## src/rtl/hb_pkg.sv

```systemverilog
package hb_pkg;
  typedef struct packed {
    logic cmd_hi;
    logic cmd_lo;
    logic sd_n;
    logic uv_hi;
    logic uv_lo;
  } hb_in_t;
  localparam int unsigned HB_IN_W = $bits(hb_in_t);
endpackage

```

## src/rtl/hb_sync.sv

```systemverilog
module hb_sync #(
  parameter int unsigned W      = 1,
  parameter int unsigned STAGES = 2
) (
  input  logic         clk_i,
  input  logic         rst_ni,
  input  logic [W-1:0] d_i,
  output logic [W-1:0] q_o
);
  logic [W-1:0] stg_q [STAGES];

  for (genvar s = 0; s < STAGES; s++) begin : g_stg
    always_ff @(posedge clk_i or negedge rst_ni) begin
      if (!rst_ni) stg_q[s] <= '0;
      else if (s == 0) stg_q[s] <= d_i;
      else stg_q[s] <= stg_q[(s == 0) ? 0 : s-1];
    end
  end

  assign q_o = stg_q[STAGES-1];
endmodule

```

## src/rtl/hb_stretch.sv

```systemverilog
module hb_stretch #(
  parameter int unsigned MIN_CYC = 5
) (
  input  logic clk_i,
  input  logic rst_ni,
  input  logic d_i,
  output logic q_o
);
  localparam int unsigned CW = $clog2(MIN_CYC + 1);

  logic [CW-1:0] hold_q;
  logic          lvl_q;

  // every accepted edge starts a hold window covering the rest of the level
  always_ff @(posedge clk_i or negedge rst_ni) begin
    if (!rst_ni) begin
      hold_q <= '0;
      lvl_q  <= 1'b0;
    end else if (hold_q != '0) begin
      hold_q <= hold_q - 1'b1;
    end else if (d_i != lvl_q) begin
      lvl_q  <= d_i;
      hold_q <= CW'(MIN_CYC - 1);
    end
  end

  assign q_o = lvl_q;

  logic [CW-1:0] run_q;
  logic          prev_q;
  always_ff @(posedge clk_i or negedge rst_ni) begin
    if (!rst_ni) begin
      run_q  <= CW'(MIN_CYC);
      prev_q <= 1'b0;
    end else begin
      prev_q <= lvl_q;
      if (lvl_q != prev_q) run_q <= CW'(1);
      else if (run_q != CW'(MIN_CYC)) run_q <= run_q + 1'b1;
    end
  end

  assert_min_level_R4: assert property (@(posedge clk_i) disable iff (!rst_ni)
    (lvl_q != prev_q) |-> (run_q >= CW'(MIN_CYC)));
endmodule

```

## src/rtl/hb_delay.sv

```systemverilog
module hb_delay #(
  parameter int unsigned DLY = 2
) (
  input  logic clk_i,
  input  logic rst_ni,
  input  logic d_i,
  output logic q_o
);
  if (DLY == 0) begin : g_pass
    assign q_o = d_i;
  end else begin : g_line
    logic [DLY-1:0] tap_q;
    for (genvar k = 0; k < DLY; k++) begin : g_tap
      always_ff @(posedge clk_i or negedge rst_ni) begin
        if (!rst_ni) tap_q[k] <= 1'b0;
        else if (k == 0) tap_q[k] <= d_i;
        else tap_q[k] <= tap_q[(k == 0) ? 0 : k-1];
      end
    end
    assign q_o = tap_q[DLY-1];
  end
endmodule

```

## src/rtl/hb_gate_ctrl.sv

```systemverilog
module hb_gate_ctrl
  import hb_pkg::*;
#(
  parameter int unsigned MIN_ON_CYC  = 5,
  parameter int unsigned LO_DLY_CYC  = 2,
  parameter int unsigned SYNC_STAGES = 2
) (
  input  logic clk_i,
  input  logic rst_ni,
  input  logic cmd_hi_i,
  input  logic cmd_lo_i,
  input  logic sd_ni,
  input  logic uv_ok_hi_i,
  input  logic uv_ok_lo_i,
  output logic gate_hi_o,
  output logic gate_lo_o
);
  hb_in_t raw, syn;
  logic   hi_str, lo_dly;
  logic   gate_hi_q, gate_lo_q;

  assign raw = '{cmd_hi: cmd_hi_i, cmd_lo: cmd_lo_i, sd_n: sd_ni,
                 uv_hi: uv_ok_hi_i, uv_lo: uv_ok_lo_i};

  hb_sync #(.W(HB_IN_W), .STAGES(SYNC_STAGES)) u_sync (
    .clk_i, .rst_ni, .d_i(raw), .q_o(syn)
  );

  hb_stretch #(.MIN_CYC(MIN_ON_CYC)) u_stretch (
    .clk_i, .rst_ni, .d_i(syn.cmd_hi), .q_o(hi_str)
  );

  hb_delay #(.DLY(LO_DLY_CYC)) u_lo_dly (
    .clk_i, .rst_ni, .d_i(syn.cmd_lo), .q_o(lo_dly)
  );

  // interlock after stretch and delay: aligned views of both channels
  always_ff @(posedge clk_i or negedge rst_ni) begin
    if (!rst_ni) begin
      gate_hi_q <= 1'b0;
      gate_lo_q <= 1'b0;
    end else begin
      gate_hi_q <= syn.sd_n & syn.uv_hi & hi_str & ~lo_dly;
      gate_lo_q <= syn.sd_n & syn.uv_lo & lo_dly & ~hi_str;
    end
  end

  assign gate_hi_o = gate_hi_q;
  assign gate_lo_o = gate_lo_q;

  assert_exclusive_R9: assert property (@(posedge clk_i) disable iff (!rst_ni)
    !(gate_hi_o && gate_lo_o));
  assert_shutdown_R1: assert property (@(posedge clk_i) disable iff (!rst_ni)
    !syn.sd_n |=> (!gate_hi_o && !gate_lo_o));
  assert_uv_hi_R7: assert property (@(posedge clk_i) disable iff (!rst_ni)
    !syn.uv_hi |=> !gate_hi_o);
  assert_uv_lo_R7: assert property (@(posedge clk_i) disable iff (!rst_ni)
    !syn.uv_lo |=> !gate_lo_o);
  assert_both_cmd_R3: assert property (@(posedge clk_i) disable iff (!rst_ni)
    (hi_str && lo_dly) |=> (!gate_hi_o && !gate_lo_o));
endmodule

```

## config.mk

```make
export PLATFORM = sky130hd
export DESIGN_NAME = hb_gate_ctrl
export DESIGN_NICKNAME = d
export VERILOG_FILES = /design/src/rtl/hb_pkg.sv /design/src/rtl/hb_sync.sv /design/src/rtl/hb_stretch.sv /design/src/rtl/hb_delay.sv /design/src/rtl/hb_gate_ctrl.sv
export SDC_FILE = /design/constraint.sdc
export NUM_CORES = 1
export LEC_CHECK = 0
export BUFFER_PORTS_ARGS = -buffer_cell sky130_fd_sc_hd__buf_2
export CORE_ASPECT_RATIO = 0.6
export CORE_MARGIN = 3
export CORE_UTILIZATION = 25
export DETAILED_ROUTE_END_ITERATION = 8
export PLACE_DENSITY = 0.41
export SYNTH_ARGS = -nofsm -noshare
export SYNTH_HDL_FRONTEND = slang
export SYNTH_SLANG_ARGS = --single-unit
```

## constraint.sdc

```tcl
create_clock -name clk_i -period 1.66 [get_ports clk_i]
set_clock_uncertainty 0.05 [all_clocks]
set_input_delay 0.249 -clock clk_i [delete_from_list [all_inputs] [get_ports clk_i]]
set_output_delay 0.249 -clock clk_i [all_outputs]
set_load 0.1 [all_outputs]
```

# == Yosys cells after proc, flatten, opt, wreduce, memory -nomap -nowiden ==
# Cells that the tools add are included.
# totals
register_bits,18
in_bits,7
# op_classes
mux,2
n_reduce_logical,3
addsub,1
bitwise_logic,9
eq_ne,1
# ops
op,n
1-bit bitwise AND,6
3-bit two-way mux,2
1-bit NOT,3
3-bit nonzero test,1
3-bit by 1-bit subtractor with 3-bit output (second input constant),1
2-bit AND reduction,1
2-bit nonzero test,1
1-bit != test,1

# == Longest topological paths before layout ==
# depth
depth_word,3
depth_mapped,4
mapped_depth_nobuf,4

# == Hierarchy ==
# A second synthesis with hierarchy kept.
# hier_totals
cells_unflattened,37
hier_area_um2,591.8
# by_module_without_submodules
mod,area_each_um2,cells_each,instances
hb_sync,287.8,15,1
hb_stretch,183.9,16,1
hb_gate_ctrl,70.1,4,1
hb_delay,50.0,2,1

# == Worst setup path before layout ==
# Ideal clock, no wire load.
# synth_path
kind,flip-flop to flip-flop
from,register u_stretch.hold_q[0]
to,register u_stretch.hold_q[1]
setup_ps,128
arrival_time_ps,1069
path_stages_with_launch,5
required_ps,1482
path_slack_ps,414
cell_sequence,dfrtp_1 -> nor2_1 -> ha_1 -> a21oi_1 -> mux2_1
# synth_via
elab_chain_cells,2
word_cells_on_any_way,4
# synth_rtl
element,line_no,source
"start, declared",hb_stretch.sv:11,logic [CW-1:0] hold_q;
"start signal, assigned",hb_stretch.sv:20,hold_q <= hold_q - 1'b1;
"start signal, assigned",hb_stretch.sv:23,hold_q <= CW'(MIN_CYC - 1);
3-bit by 1-bit subtractor with 3-bit output or 3-bit nonzero test (tied branches),"hb_stretch.sv:20, hb_stretch.sv:19",
3-bit two-way mux or 2-bit nonzero test (tied branches),-,
# Parallel ways exist; a longest one is shown, timed or not.
# A chain may end at the register's enable or synchronous reset.

# == Worst setup path in the final report ==
# Same ends and word-level chain as after synthesis.

==> out/metrics.cfg <==
[synthesis]
yosysTopAreaCellShare_pct=81.3
syn-cell-area_um2=554
yosysWarnings=0
synthTopCellsByArea=dfrtp_1 81%, mux2_1 4.1%, and4b_1 3.6%
synth_seq_cells=18
yosysMostFrequentCell=dfrtp_1
async_flop_share_pct=100
seq_area_frac_synth_pct=81.3
syn-instance-count=32
synth_fp_nets=40
post_synth.cell_area_avg_um2=17.3
synth-main-ff-cell=dfrtp_1
yosysTopAreaCell=dfrtp_1
synth_cell_types=12
ys_top_cells_by_count=18 x dfrtp_1, 2 x and4b_1, 2 x mux2_1, 2 x nor2_1
synth_edf_count=0

[layout]
area_growth_pct=22.8
fill_cells=197
final_nets=54
fin_area_um2=681
fin_util_pct=34.6
drive_gt1_share_pct=25.0
antenna_cells=0

[drt]
drtPass1Iterations=3
drt-initial-drc-count=10
route.met2.wl_um=308
num_vias=282
top_layer=met3
routedWlPerCell_um=9.81
ant_nets=0
drc=0
wl_met3_um=68
vias_per_cell=3.92
drt_wl_total_um=706
m1WireLength_um=329

[global_routing]
gr-total-overflow=0
first_global_vias=285
grt_max_degree=19
grt.total_usage_pct=6.54
antenna_found_initial=0
grt_pass1_wl_mm=1.28

[pwr]
switchingPower_mw=0.289
combPwrFrac_pct=20.4
p_sw_share_pct=27.5
p_total_mw=1.05
p_leak_nw=0.329
ir_drop_uv=516
intPower_mw=0.763
p_seq_share_pct=52.2
p_per_area_mw_per_mm2=1550
clkPwrFrac_pct=27.4

[die]
core-area_mm2=0.00197
io_pins=9
fp-row-count=12
start_util_pct=28.2
die_w_um=66.8
die_area_mm2=0.00284
die_height_um=42.5

[sta]
finalCriticalPeriod_ns=1.38
finalSetupTns_ns=0
finalHoldViolations=0
min_period_over_period_pct=82.9
worstMarginPinSlew_ns=0.495
slew_violations=0
timing.fmax_mhz=727
slew_headroom_pct=67.2
rsz0062_at_grt=no
setup_viol=0

[job]
max_cap_viol_count=0

[critical_path]
path_max_fanout=5
critPathLaunchType=register
arrival_ns=1.46
critPathMaxStageDelay_ns=0.38
cp_slowest_cell=dfrtp_1
cp-end-kind=register
critPathKind=reg2reg
crit_chain=nor2_1 -> ha_1 -> a21oi_1 -> mux2_1
reg2regPathDepth=4
worstPathRequired_ns=1.74

[place]
portBuffers=8
dp_hpwl_um=510
post_dp_cell_area_um2=629
place_congestion=0.616

[clocking]
cts_tree=yes
cts_root_buf=clkbuf_8
htree_num_levels=1
clk_latency_ns=0.25
cts_inserted_buffers=3
clock_sinks=18
cts.clk_slew.worst_paths_ns=0.06
clockBufferDepth=2

[hold_path]
hold_path_class=in2reg
holdPathStages=1

[status]
status=finished, final reports clean

cell families (layout without fill, tap and decap cells):
family	after synthesis	count (layout)	synth area share, %
XOR/XNOR	1	1	1.58
multiplexers	3	3	5.87
flip-flops	18	18	81.3
AND/OR/NAND/NOR	6	6	6.55
adder cells (fa/ha/maj)	1	1	2.26
buffers and inverters	1	13	0.677
AO/OA/AOI/OAI	2	2	1.80
power groups by stage:
stage	combinational (mW)	clock (mW)	sequential, mW
after floorplan	0.140	0	0.579
after global placement	0.198	0	0.555
after detailed placement	0.216	0	0.558
after CTS	0.220	0.299	0.550
after global routing	0.254	0.318	0.559
final	0.215	0.288	0.549
layout make-up:
class                           count  area [µm²]  area share [%]
Timing Repair Buffer                9        50.0            7.35
Clock buffer                        3        41.3            6.07
Inverter                            1        3.75           0.551
Sequential cell                    18         450            66.2
Tap cell                           28        35.0            5.15
Multi-Input combinational cell     13         100            14.7
critical path, delay by kind of cell, from the launching register on:
| family | cells | cell delay (ns) |
|---|---|---|
| multiplexers | 1 | 0.34 |
| adder cells (fa/ha/maj) | 1 | 0.23 |
| AND/OR/NAND/NOR | 1 | 0.06 |
| flip-flops | 1 | 0.38 |
| AO/OA/AOI/OAI | 1 | 0.19 |
state kept, by name, indices dropped and copies added, names as in the netlist:
register               flops
u_sync.stg_q               5
u_lo_dly.q_o               1
gate_lo_o                  1
u_sync.q_o                 5
u_stretch.q_o              1
gate_hi_o                  1
u_stretch.hold_q           3
u_lo_dly.g_line.tap_q      1
layer usage:
layer,vias to the layer above,GRT usage [%]
met3,0,4.83
met2,10,9.65
met4,0,2.43
met1,139,7.19
li1,133,-
met5,-,0
cell usage in the layout, fill, tap and decap left out:
| master | n |
|---|---|
| a21oi_1 | 1 |
| and4b_1 | 2 |
| buf_2 | 8 |
| clkbuf_8 | 3 |
| dfrtp_1 | 18 |
| dlygate4sd3_1 | 1 |
| ha_1 | 1 |
| inv_1 | 1 |
| mux2_1 | 2 |
| mux2i_1 | 1 |
| nand2_1 | 1 |
| nand3_1 | 1 |
| nor2_1 | 2 |
| o21ai_0 | 1 |
| xnor2_1 | 1 |
through the flow:
stage / hold WS, ns / instances / setup WS, ns
floorplan: -0.0966 / 32 / 0.414
global placement: 0.138 / 68 / 0.397
detailed placement: 0.143 / 68 / 0.304
CTS: 0.0484 / 72 / 0.278
global route: 0.0459 / 72 / 0.162
finish: 0.0546 / 72 / 0.284
what timing repair did:
item / CTS / global route
hold buffers: 1 / 0
endpoints found under the hold margin: 18 / 0
resized for setup: 0 / 0
buffers inserted: 0 / 0
worst paths after layout:
check,from,to,slack (ns)
worst max-delay path,u_stretch.hold_q[0],u_stretch.hold_q[1],0.28
worst min-delay path,uv_ok_hi_i,u_sync.stg_q[6],0.05
worst max register to register,u_stretch.hold_q[0],u_stretch.hold_q[1],0.28
worst min register to register,u_sync.stg_q[8],u_sync.q_o[3],0.30
max in group asynchronous,rst_ni,u_sync.stg_q[5],0.89
min in group asynchronous,rst_ni,u_stretch.hold_q[0],0.40
Note: power is estimated with default switching activity, not from simulation.
